[src/rtl/snap_pkg.sv]
package snap_pkg;
   typedef enum logic [2:0] {
      SEL_NONE   = 3'd0,
      SEL_CNT_LO = 3'd1,
      SEL_CNT_HI = 3'd2,
      SEL_CAP_LO = 3'd3,
      SEL_CAP_HI = 3'd4
   } snap_sel_e;
endpackage

[src/rtl/snap_addr_decode.sv]
module snap_addr_decode
   import snap_pkg::*;
#(
   parameter int ADDR_W      = 3,
   parameter int OFF_CNT_LO  = 0,
   parameter int OFF_CNT_HI  = 1,
   parameter int OFF_CAP_LO  = 2,
   parameter int OFF_CAP_HI  = 3
) (
   input  logic              clk,
   input  logic              rst_n,
   input  logic              rd_en,
   input  logic [ADDR_W-1:0] rd_addr,
   output snap_sel_e         sel
);
   localparam int NUM_REGS = 4;
   localparam logic [ADDR_W-1:0] A_CL = ADDR_W'(OFF_CNT_LO);
   localparam logic [ADDR_W-1:0] A_CH = ADDR_W'(OFF_CNT_HI);
   localparam logic [ADDR_W-1:0] A_PL = ADDR_W'(OFF_CAP_LO);
   localparam logic [ADDR_W-1:0] A_PH = ADDR_W'(OFF_CAP_HI);

   generate
      if ((1 << ADDR_W) < NUM_REGS) begin : g_bad_aw
         $error("snap_addr_decode: address space too small");
      end
      if (OFF_CNT_LO == OFF_CNT_HI || OFF_CNT_LO == OFF_CAP_LO ||
          OFF_CNT_LO == OFF_CAP_HI || OFF_CNT_HI == OFF_CAP_LO ||
          OFF_CNT_HI == OFF_CAP_HI || OFF_CAP_LO == OFF_CAP_HI) begin : g_bad_map
         $error("snap_addr_decode: offsets must differ");
      end
   endgenerate

   logic [NUM_REGS-1:0] hit;

   always_comb begin
      hit[0] = rd_en && (rd_addr == A_CL);
      hit[1] = rd_en && (rd_addr == A_CH);
      hit[2] = rd_en && (rd_addr == A_PL);
      hit[3] = rd_en && (rd_addr == A_PH);
   end

   always_comb begin
      unique case (1'b1)
         hit[0]:  sel = SEL_CNT_LO;
         hit[1]:  sel = SEL_CNT_HI;
         hit[2]:  sel = SEL_CAP_LO;
         hit[3]:  sel = SEL_CAP_HI;
         default: sel = SEL_NONE;
      endcase
   end

   // no strobe, no selection
   assert_idle_no_sel_R8: assert property (@(posedge clk) disable iff (!rst_n)
      !rd_en |-> sel == SEL_NONE);
   // at most one register decoded per access
   assert_one_hit_R11: assert property (@(posedge clk) disable iff (!rst_n)
      $onehot0(hit));
endmodule

[src/rtl/snap_hold_reg.sv]
module snap_hold_reg #(
   parameter int   DATA_W     = 8,
   parameter bit   SYNC_RESET = 1'b0
) (
   input  logic              clk,
   input  logic              rst_n,
   input  logic              load,
   input  logic [DATA_W-1:0] din,
   output logic [DATA_W-1:0] q
);
   localparam logic [DATA_W-1:0] RST_VAL = '0;

   generate
      if (DATA_W < 1) begin : g_bad_w
         $error("snap_hold_reg: DATA_W must be positive");
      end
      if (SYNC_RESET) begin : g_sync
         always_ff @(posedge clk) begin
            if (!rst_n)    q <= RST_VAL;
            else if (load) q <= din;
         end
      end else begin : g_async
         always_ff @(posedge clk or negedge rst_n) begin
            if (!rst_n)    q <= RST_VAL;
            else if (load) q <= din;
         end
      end
   endgenerate

   // without a load the stored byte holds
   assert_hold_stable_R7: assert property (@(posedge clk) disable iff (!rst_n)
      !load |=> $stable(q));
endmodule

[src/rtl/snap_rd_mux.sv]
module snap_rd_mux
   import snap_pkg::*;
#(
   parameter int DATA_W = 8
) (
   input  snap_sel_e         sel,
   input  logic [DATA_W-1:0] cnt_lo,
   input  logic [DATA_W-1:0] cap_lo,
   input  logic [DATA_W-1:0] held,
   output logic [DATA_W-1:0] rd_data
);
   always_comb begin
      unique case (sel)
         SEL_CNT_LO: rd_data = cnt_lo;
         SEL_CAP_LO: rd_data = cap_lo;
         SEL_CNT_HI,
         SEL_CAP_HI: rd_data = held;
         default:    rd_data = '0;
      endcase
   end
endmodule

[src/rtl/snap_read_port.sv]
module snap_read_port
   import snap_pkg::*;
#(
   parameter int DATA_W     = 8,
   parameter int VALUE_W    = 16,
   parameter int ADDR_W     = 3,
   parameter int OFF_CNT_LO = 0,
   parameter int OFF_CNT_HI = 1,
   parameter int OFF_CAP_LO = 2,
   parameter int OFF_CAP_HI = 3,
   parameter bit SYNC_RESET = 1'b0
) (
   input  logic               clk,
   input  logic               rst_n,
   input  logic               rd_en,
   input  logic [ADDR_W-1:0]  rd_addr,
   input  logic [VALUE_W-1:0] cnt_val,
   input  logic [VALUE_W-1:0] cap_val,
   output logic [DATA_W-1:0]  rd_data
);
   localparam int HI_LSB = VALUE_W - DATA_W;

   generate
      if (VALUE_W != 2 * DATA_W) begin : g_bad_split
         $error("snap_read_port: VALUE_W must be two bytes of DATA_W");
      end
   endgenerate

   snap_sel_e         sel;
   logic              hold_load;
   logic [DATA_W-1:0] hold_din;
   logic [DATA_W-1:0] hold_q;

   snap_addr_decode #(
      .ADDR_W    (ADDR_W),
      .OFF_CNT_LO(OFF_CNT_LO),
      .OFF_CNT_HI(OFF_CNT_HI),
      .OFF_CAP_LO(OFF_CAP_LO),
      .OFF_CAP_HI(OFF_CAP_HI)
   ) u_dec (
      .clk    (clk),
      .rst_n  (rst_n),
      .rd_en  (rd_en),
      .rd_addr(rd_addr),
      .sel    (sel)
   );

   always_comb begin
      hold_load = (sel == SEL_CNT_LO) || (sel == SEL_CAP_LO);
      hold_din  = (sel == SEL_CAP_LO) ? cap_val[HI_LSB +: DATA_W]
                                      : cnt_val[HI_LSB +: DATA_W];
   end

   snap_hold_reg #(
      .DATA_W    (DATA_W),
      .SYNC_RESET(SYNC_RESET)
   ) u_hold (
      .clk  (clk),
      .rst_n(rst_n),
      .load (hold_load),
      .din  (hold_din),
      .q    (hold_q)
   );

   snap_rd_mux #(
      .DATA_W(DATA_W)
   ) u_mux (
      .sel    (sel),
      .cnt_lo (cnt_val[DATA_W-1:0]),
      .cap_lo (cap_val[DATA_W-1:0]),
      .held   (hold_q),
      .rd_data(rd_data)
   );

   localparam logic [ADDR_W-1:0] A_CL = ADDR_W'(OFF_CNT_LO);
   localparam logic [ADDR_W-1:0] A_CH = ADDR_W'(OFF_CNT_HI);
   localparam logic [ADDR_W-1:0] A_PL = ADDR_W'(OFF_CAP_LO);
   localparam logic [ADDR_W-1:0] A_PH = ADDR_W'(OFF_CAP_HI);

   assert_cnt_lo_data_R2: assert property (@(posedge clk) disable iff (!rst_n)
      (rd_en && rd_addr == A_CL) |-> rd_data == cnt_val[DATA_W-1:0]);
   assert_cnt_snapshot_R3: assert property (@(posedge clk) disable iff (!rst_n)
      (rd_en && rd_addr == A_CL) |=> hold_q == $past(cnt_val[HI_LSB +: DATA_W]));
   assert_cap_lo_data_R4: assert property (@(posedge clk) disable iff (!rst_n)
      (rd_en && rd_addr == A_PL) |-> rd_data == cap_val[DATA_W-1:0]);
   assert_cap_snapshot_R5: assert property (@(posedge clk) disable iff (!rst_n)
      (rd_en && rd_addr == A_PL) |=> hold_q == $past(cap_val[HI_LSB +: DATA_W]));
   assert_hi_shared_R6: assert property (@(posedge clk) disable iff (!rst_n)
      (rd_en && (rd_addr == A_CH || rd_addr == A_PH)) |-> rd_data == hold_q);
   assert_hi_no_load_R7: assert property (@(posedge clk) disable iff (!rst_n)
      (rd_en && (rd_addr == A_CH || rd_addr == A_PH)) |=> $stable(hold_q));
   assert_idle_zero_R8: assert property (@(posedge clk) disable iff (!rst_n)
      !rd_en |-> rd_data == '0);
endmodule

[config.mk]
export PLATFORM = sky130hd
export DESIGN_NAME = snap_read_port
export DESIGN_NICKNAME = d
export VERILOG_FILES = /design/src/rtl/snap_pkg.sv /design/src/rtl/snap_addr_decode.sv /design/src/rtl/snap_hold_reg.sv /design/src/rtl/snap_rd_mux.sv /design/src/rtl/snap_read_port.sv
export SDC_FILE = /design/constraint.sdc
export NUM_CORES = 1
export LEC_CHECK = 0
export BUFFER_PORTS_ARGS = -buffer_cell sky130_fd_sc_hd__clkbuf_2
export CAP_MARGIN = 20
export CORE_AREA = 2 2 53 55
export DETAILED_ROUTE_END_ITERATION = 16
export DIE_AREA = 0 0 55 57
export GPL_TIMING_DRIVEN = 1
export SLEW_MARGIN = 20
export SYNTH_ARGS = -nofsm -noshare
export SYNTH_HDL_FRONTEND = slang
export SYNTH_HIERARCHICAL = 1
export SYNTH_SLANG_ARGS = --single-unit
export TNS_END_PERCENT = 10
[constraint.sdc]
create_clock -name clk -period 2.85 [get_ports clk]
set_clock_uncertainty 0.1 [all_clocks]
set_input_delay 0.285 -clock clk [delete_from_list [all_inputs] [get_ports clk]]
set_output_delay 0.285 -clock clk [all_outputs]
set_load 0.05 [all_outputs]
==> impl_metrics.ini, run 1 <==
[run_status]
status = finished, final reports clean

[critical_path]
crit_family = simple AND/OR/NAND/NOR gates
setup.worst_path.end = rd_data[6]
crit_buf_inv = 3
path_depth = 7
cpPeakStageDelay_ns = 0.51
reg2reg_from = u_hold/q[0]
ff2ff_path_depth = 1
required_ns = 2.47
crit_type = in2out
critPathMostFrequentCell = clkbuf_2
regToRegSetupSlack_ns = 1.96
r2r_end = u_hold/q[0]
arrival_ns = 1.80
end_kind = output port
cpMaxStageDelayCell = or4bb_1
cp_max_fo = 14
path_cells = clkbuf_2, xnor2_1, nor2_2, buf_4, or4bb_1, o211ai_2, clkbuf_2
startpoint = rd_addr[0]
critPathLaunchType = input pin

[logic_synthesis]
synth-seq-cells = 8
syn_nets = 109
yosys.area.top_type = dfrtp_1
yosys-top-cells-area = dfrtp_1 23%, mux2_4 14%, or4bb_1 13%
postSynthAreaPerCell_um2 = 12.1
syn_area_um2 = 856
synth_ff_type = dfrtp_1
yosysSeqAreaShare_pct = 23.4
synthDistinctLibCells = 17
yosysMostFrequentCell = or4bb_1
yosys_warnings = 6
synth_common_cells = 10 x or4bb_1, 8 x dfrtp_1, 8 x mux2_2, 8 x mux2_4, 8 x mux2i_1
syn_inst = 71
async_reset_ff_share_pct = 100
synth-edff-count = 0
synth_top_area_share_pct = 23.4

[sta]
rsz0062_at_grt = no
fin_crit_sh_pct = 76.7
tightest_slew_ns = 0.446
min_period_ns = 2.19
setup_viol = 0
tns_ns = 0
slew_violations = 0
slew_headroom_pct = 70.2
final_hold_viol_count = 0
whs_ns = 0.289
max_freq_mhz = 458

[cts]
clockBufferDepth = 2
cts_hold_repair.buffers = 1
post_cts_resized = 0
cts_tree = built
cts_root_buf = clkbuf_4
clock_latency_ns = 0.25
cts_setup_buffers = 0
htree_levels = 1
path_clk_slew_ns = 0.05
cts_made_buffers = 3
cts.sinks = 8

[die]
fp.dieW_um = 55
die_area_um2 = 3140
io_pins = 46
die_y_um = 57
start_util_pct = 32.7
design.core.area_um2 = 2620
placementRows = 19

[finish]
final_cells = 150
syn2layout_area_growth_pct = 35.1
reg_top3 = u_hold/q x8
fillers = 279
num-nets-final = 159
layout-drive-gt1-share_pct = 63.9
final_area_um2 = 1160
largest_reg_flops = 8
num_antenna_cells = 0
top_register = u_hold/q
multi_input_area_um2 = 622
seq_area_um2 = 200

[power_and_ir_drop]
powerDensity_nw_per_um2 = 354
p_leak_nw = 0.572
power_w = 0.000410
peakVddDrop_mv = 0.242

[global_routing]
antenna_found_initial = 0
grt_use_total_pct = 12.7
grt-ovfl-total = 0
grt_pass1_wl_um = 2930
first_global_vias = 709
grt_max_degree = 20

[placement]
place_area_um2 = 1120
io_buffer_count = 45
gp_congestion = 0.798
dp_hpwl_um = 1480
dp.cells = 146

[detailed_routing]
firstDrtPassIters = 4
finalWirelength_um = 1790
avgRoutedWirePerCell_um = 11.9
drc = 0
dr.first_iter.drc_count = 10
viasPerCell = 4.98
ant_nets = 0
vias = 747

[run]
max_cap_violations = 0

[min_path]
hold_path.class = in2reg
==> layout by cell type (no fill, tap or decap), drive strengths merged, types with 3 or more instances in the layout <==
cell type,n
mux2,16
or4bb,10
dfrtp,8
o211ai,8
clkbuf,48
buf,5
mux2i,8
nor2,3
nand4bb,6
==> metrics by stage <==
stage / utilization [%] / setup slack [ns]
finish: 44.2 / 0.664
global route: 44.2 / 0.520
CTS: 44.2 / 0.673
detailed placement: 43.0 / 0.676
global placement: 43.0 / 0.711
floorplan: - / 0.444
==> tightest hold or removal path, stage by stage <==
cell	delay, ns
clkbuf_2	0.07
mux2_2	0.13
mux2_4	0.12
==> worst min-delay path by stage <==
stage | cells past startpoint | from | to
floorplan | 0 | rst_n | u_hold/q[0]
global placement | 1 | rst_n | u_hold/q[0]
detailed placement | 1 | rst_n | u_hold/q[1]
CTS | 3 | cnt_val[9] | u_hold/q[1]
global route | 3 | cap_val[13] | u_hold/q[5]
finish | 3 | cap_val[10] | u_hold/q[2]
==> per-layer routing <==
metal	up-vias	GRT usage [%]	part of all wire, %
met3	4	1.57	6.8
met5	-	0	0
li1	383	-	-
met1	330	16.5	44
met4	0	7.32	1.2
met2	30	19.7	48
==> power breakdown <==
group / total [W] / internal (W) / switching [W]
Combinational: 0.000169 / 0.0000907 / 0.0000783
Sequential: 0.000156 / 0.000138 / 0.0000189
Clock: 0.0000843 / 0.0000480 / 0.0000363
==> cell families (layout without fill, tap and decap cells) <==
group	after synthesis	after routing	share of synthesized area [%]
flip-flops	8	8	23.4
AND/OR/NAND/NOR	24	24	27.5
buffers and inverters	6	54	4.24
multiplexers	24	24	33.9
AO/OA/AOI/OAI	8	8	9.94
XOR/XNOR	1	1	1.02
==> cell type report <==
cell class              count  area share [%]
well taps                  31            3.35
flip-flops and latches      8            17.3
clock buffers               3            1.95
repair buffers             51            23.6
multi-input cells          57            53.8
Power figures use the tool's default switching activity.
==> inputs of run 2 (changes only) <==
Settings changed: ABC_AREA from default to 1, CORE_AREA 2 2 53 55 to 2 2 51 53, DIE_AREA 0 0 55 57 to 0 0 53 55.
Clock period 2.85 ns to 2.1 ns, I/O delays scaled along.
==> impl_metrics.ini, run 2 <==
[die]
design.core.area_um2 = 2360
placementRows = 18
start_util_pct = 32.8
io_pins = 46
fp.dieW_um = 53
die_y_um = 55
die_area_um2 = 2920

[power_and_ir_drop]
comb_power_share_pct = 36.7
powerDensity_nw_per_um2 = 479
power_w = 0.000491
seq_power_share_pct = 39.9
sw_frac_of_total_pct = 37.0
p_int_w = 0.000309
peakVddDrop_mv = 0.184
p_leak_nw = 0.579
clkPwrFrac_pct = 23.4
p_switching_w = 0.000181

[global_routing]
grt_use_total_pct = 15.9
top_usage_layer = met2
grt-ovfl-total = 0
grtUsageMet1_pct = 18.3
grt_pass1_wl_um = 3410
antenna_found_initial = 0
grt_max_degree = 28
met3_usage_pct = 1.08
first_global_vias = 825
grt_util_met2_pct = 28.5

[cts]
cts_made_buffers = 3
cts_setup_buffers = 0
post_cts_resized = 0
clockBufferDepth = 2
htree_levels = 1
cts_root_buf = clkbuf_4
cts.sinks = 8
cts_tree = built
clock_latency_ns = 0.25
path_clk_slew_ns = 0.05

[finish]
final_cell_mix = 45 x clkbuf_2, 44 x nand2_1, 32 x nand4_1, 8 x dfrtp_1, 8 x nand3_1
layout-drive-gt1-share_pct = 37.9
reg_top3 = u_hold/q x8
largest_reg_flops = 8
top_register = u_hold/q
num_antenna_cells = 0
syn2layout_area_growth_pct = 32.3
final_area_um2 = 1020
num-nets-final = 201
final_common_cell = clkbuf_2
final_util_pct = 43.3

[critical_path]
cpPeakStageDelay_ns = 0.32
crit_family = simple AND/OR/NAND/NOR gates
cp_max_fo = 17
end_kind = output port
crit_buf_inv = 3
arrival_ns = 1.48
critPathMostFrequentCell = clkbuf_2
required_ns = 1.79
critPathLaunchType = input pin
cpMaxStageDelayCell = nor3_2
crit_type = in2out
path_cells = clkbuf_2, nand2_1, nor3_2, inv_4, nand2_4, nand4_1, nand3_1, clkbuf_2

[sta]
slew_violations = 0
final_hold_viol_count = 0
slew_headroom_pct = 72.6
fin_crit_sh_pct = 85.2
max_freq_mhz = 559
setup_viol = 0
min_period_ns = 1.79
tightest_slew_ns = 0.409
whs_ns = 0.156
rsz0062_at_grt = no
tns_ns = 0

[logic_synthesis]
yosys_warnings = 6
synth-edff-count = 0
synth_top_area_share_pct = 25.8
async_reset_ff_share_pct = 100
yosysSeqAreaShare_pct = 25.8
yosys-top-cells-area = dfrtp_1 26%, nand4_1 26%, nand2_1 21%
synthDistinctLibCells = 15
syn_inst = 116
syn_area_um2 = 774
syn_nets = 154
synth_ff_type = dfrtp_1
yosys.area.top_type = dfrtp_1
synth_common_cells = 44 x nand2_1, 32 x nand4_1, 8 x dfrtp_1, 8 x nand3_1, 5 x inv_1
synth-seq-cells = 8
postSynthAreaPerCell_um2 = 6.68
yosysMostFrequentCell = nand2_1

[detailed_routing]
finalWirelength_um = 2110
avgRoutedWirePerCell_um = 11.0
viasPerCell = 5.07
drc = 0
firstDrtPassIters = 4
dr.first_iter.drc_count = 33
vias = 968
ant_nets = 0

[run]
max_cap_violations = 0

[placement]
gp_congestion = 0.720
place_area_um2 = 992
dp_hpwl_um = 1640
io_buffer_count = 45

[run_status]
status = finished, final reports clean

[min_path]
hold_path.class = in2reg
==> run 2: layout make-up <==
type,instances,area [µm²]
sequential,8,200
multi-input combinational,91,464
tap,30,37.5
clock buffer,3,22.5
fill,259,1340
inverter,10,42.5
timing repair buffer,49,258
==> run 2: power groups by stage <==
| stage | sequential [W] | clock (W) | combinational, W |
|---|---|---|---|
| 6_report | 0.000196 | 0.000115 | 0.000180 |
| 5_1_grt | 0.000200 | 0.000128 | 0.000199 |
| 4_1_cts | 0.000196 | 0.000121 | 0.000181 |
| 3_5_place_dp | 0.000199 | 0 | 0.000179 |
| 3_3_place_gp | 0.000198 | 0 | 0.000175 |
| 2_1_floorplan | 0.000194 | 0 | 0.000123 |
==> run 2: through the flow <==
stage | setup slack [ns] | cells
finish | 0.310 | 191
global route | 0.176 | 191
CTS | 0.308 | 191
detailed placement | 0.308 | 187
global placement | 0.335 | 187
floorplan | 0.492 | 116
==> run 2: repair_timing <==
| action | CTS | global route |
|---|---|---|
| endpoints found under the hold margin | 8 | 0 |
| endpoints found under the setup margin | 0 | 0 |
| hold buffers | 1 | 0 |
==> run 2: metal layers <==
metal | wire, µm | up-vias
li1 | - | 500
met1 | 946 | 412
met2 | 896 | 52
met3 | 220 | 4
met4 | 40 | 0
met5 | 0 | -
==> run 2: path summary, 6_finish.rpt <==
kind | startpoint | to | slack (ns) | cells past startpoint
max reg2reg | u_hold/q[2] | u_hold/q[2] | 1.38 | 2
min reg2reg | u_hold/q[5] | u_hold/q[5] | 0.37 | 2
min | cnt_val[13] | u_hold/q[5] | 0.16 | 5
max in group asynchronous | rst_n | u_hold/q[3] | 1.50 | 2
min in group asynchronous | rst_n | u_hold/q[1] | 0.23 | 2
max | rd_addr[0] | rd_data[0] | 0.31 | 8
==> run 2: logic make-up (layout without fill, tap and decap cells) <==
group / Yosys count / after routing / share of synthesized area (%)
buffers and inverters: 17 / 62 / 14.2
flip-flops: 8 / 8 / 25.8
AND/OR/NAND/NOR: 91 / 91 / 59.9
==> run 2: tightest hold or removal path, stage by stage <==
cell,delay (ns)
clkbuf_2,0.07
nand2_1,0.04
nand2_1,0.05
nand2_1,0.05
nand2_1,0.05
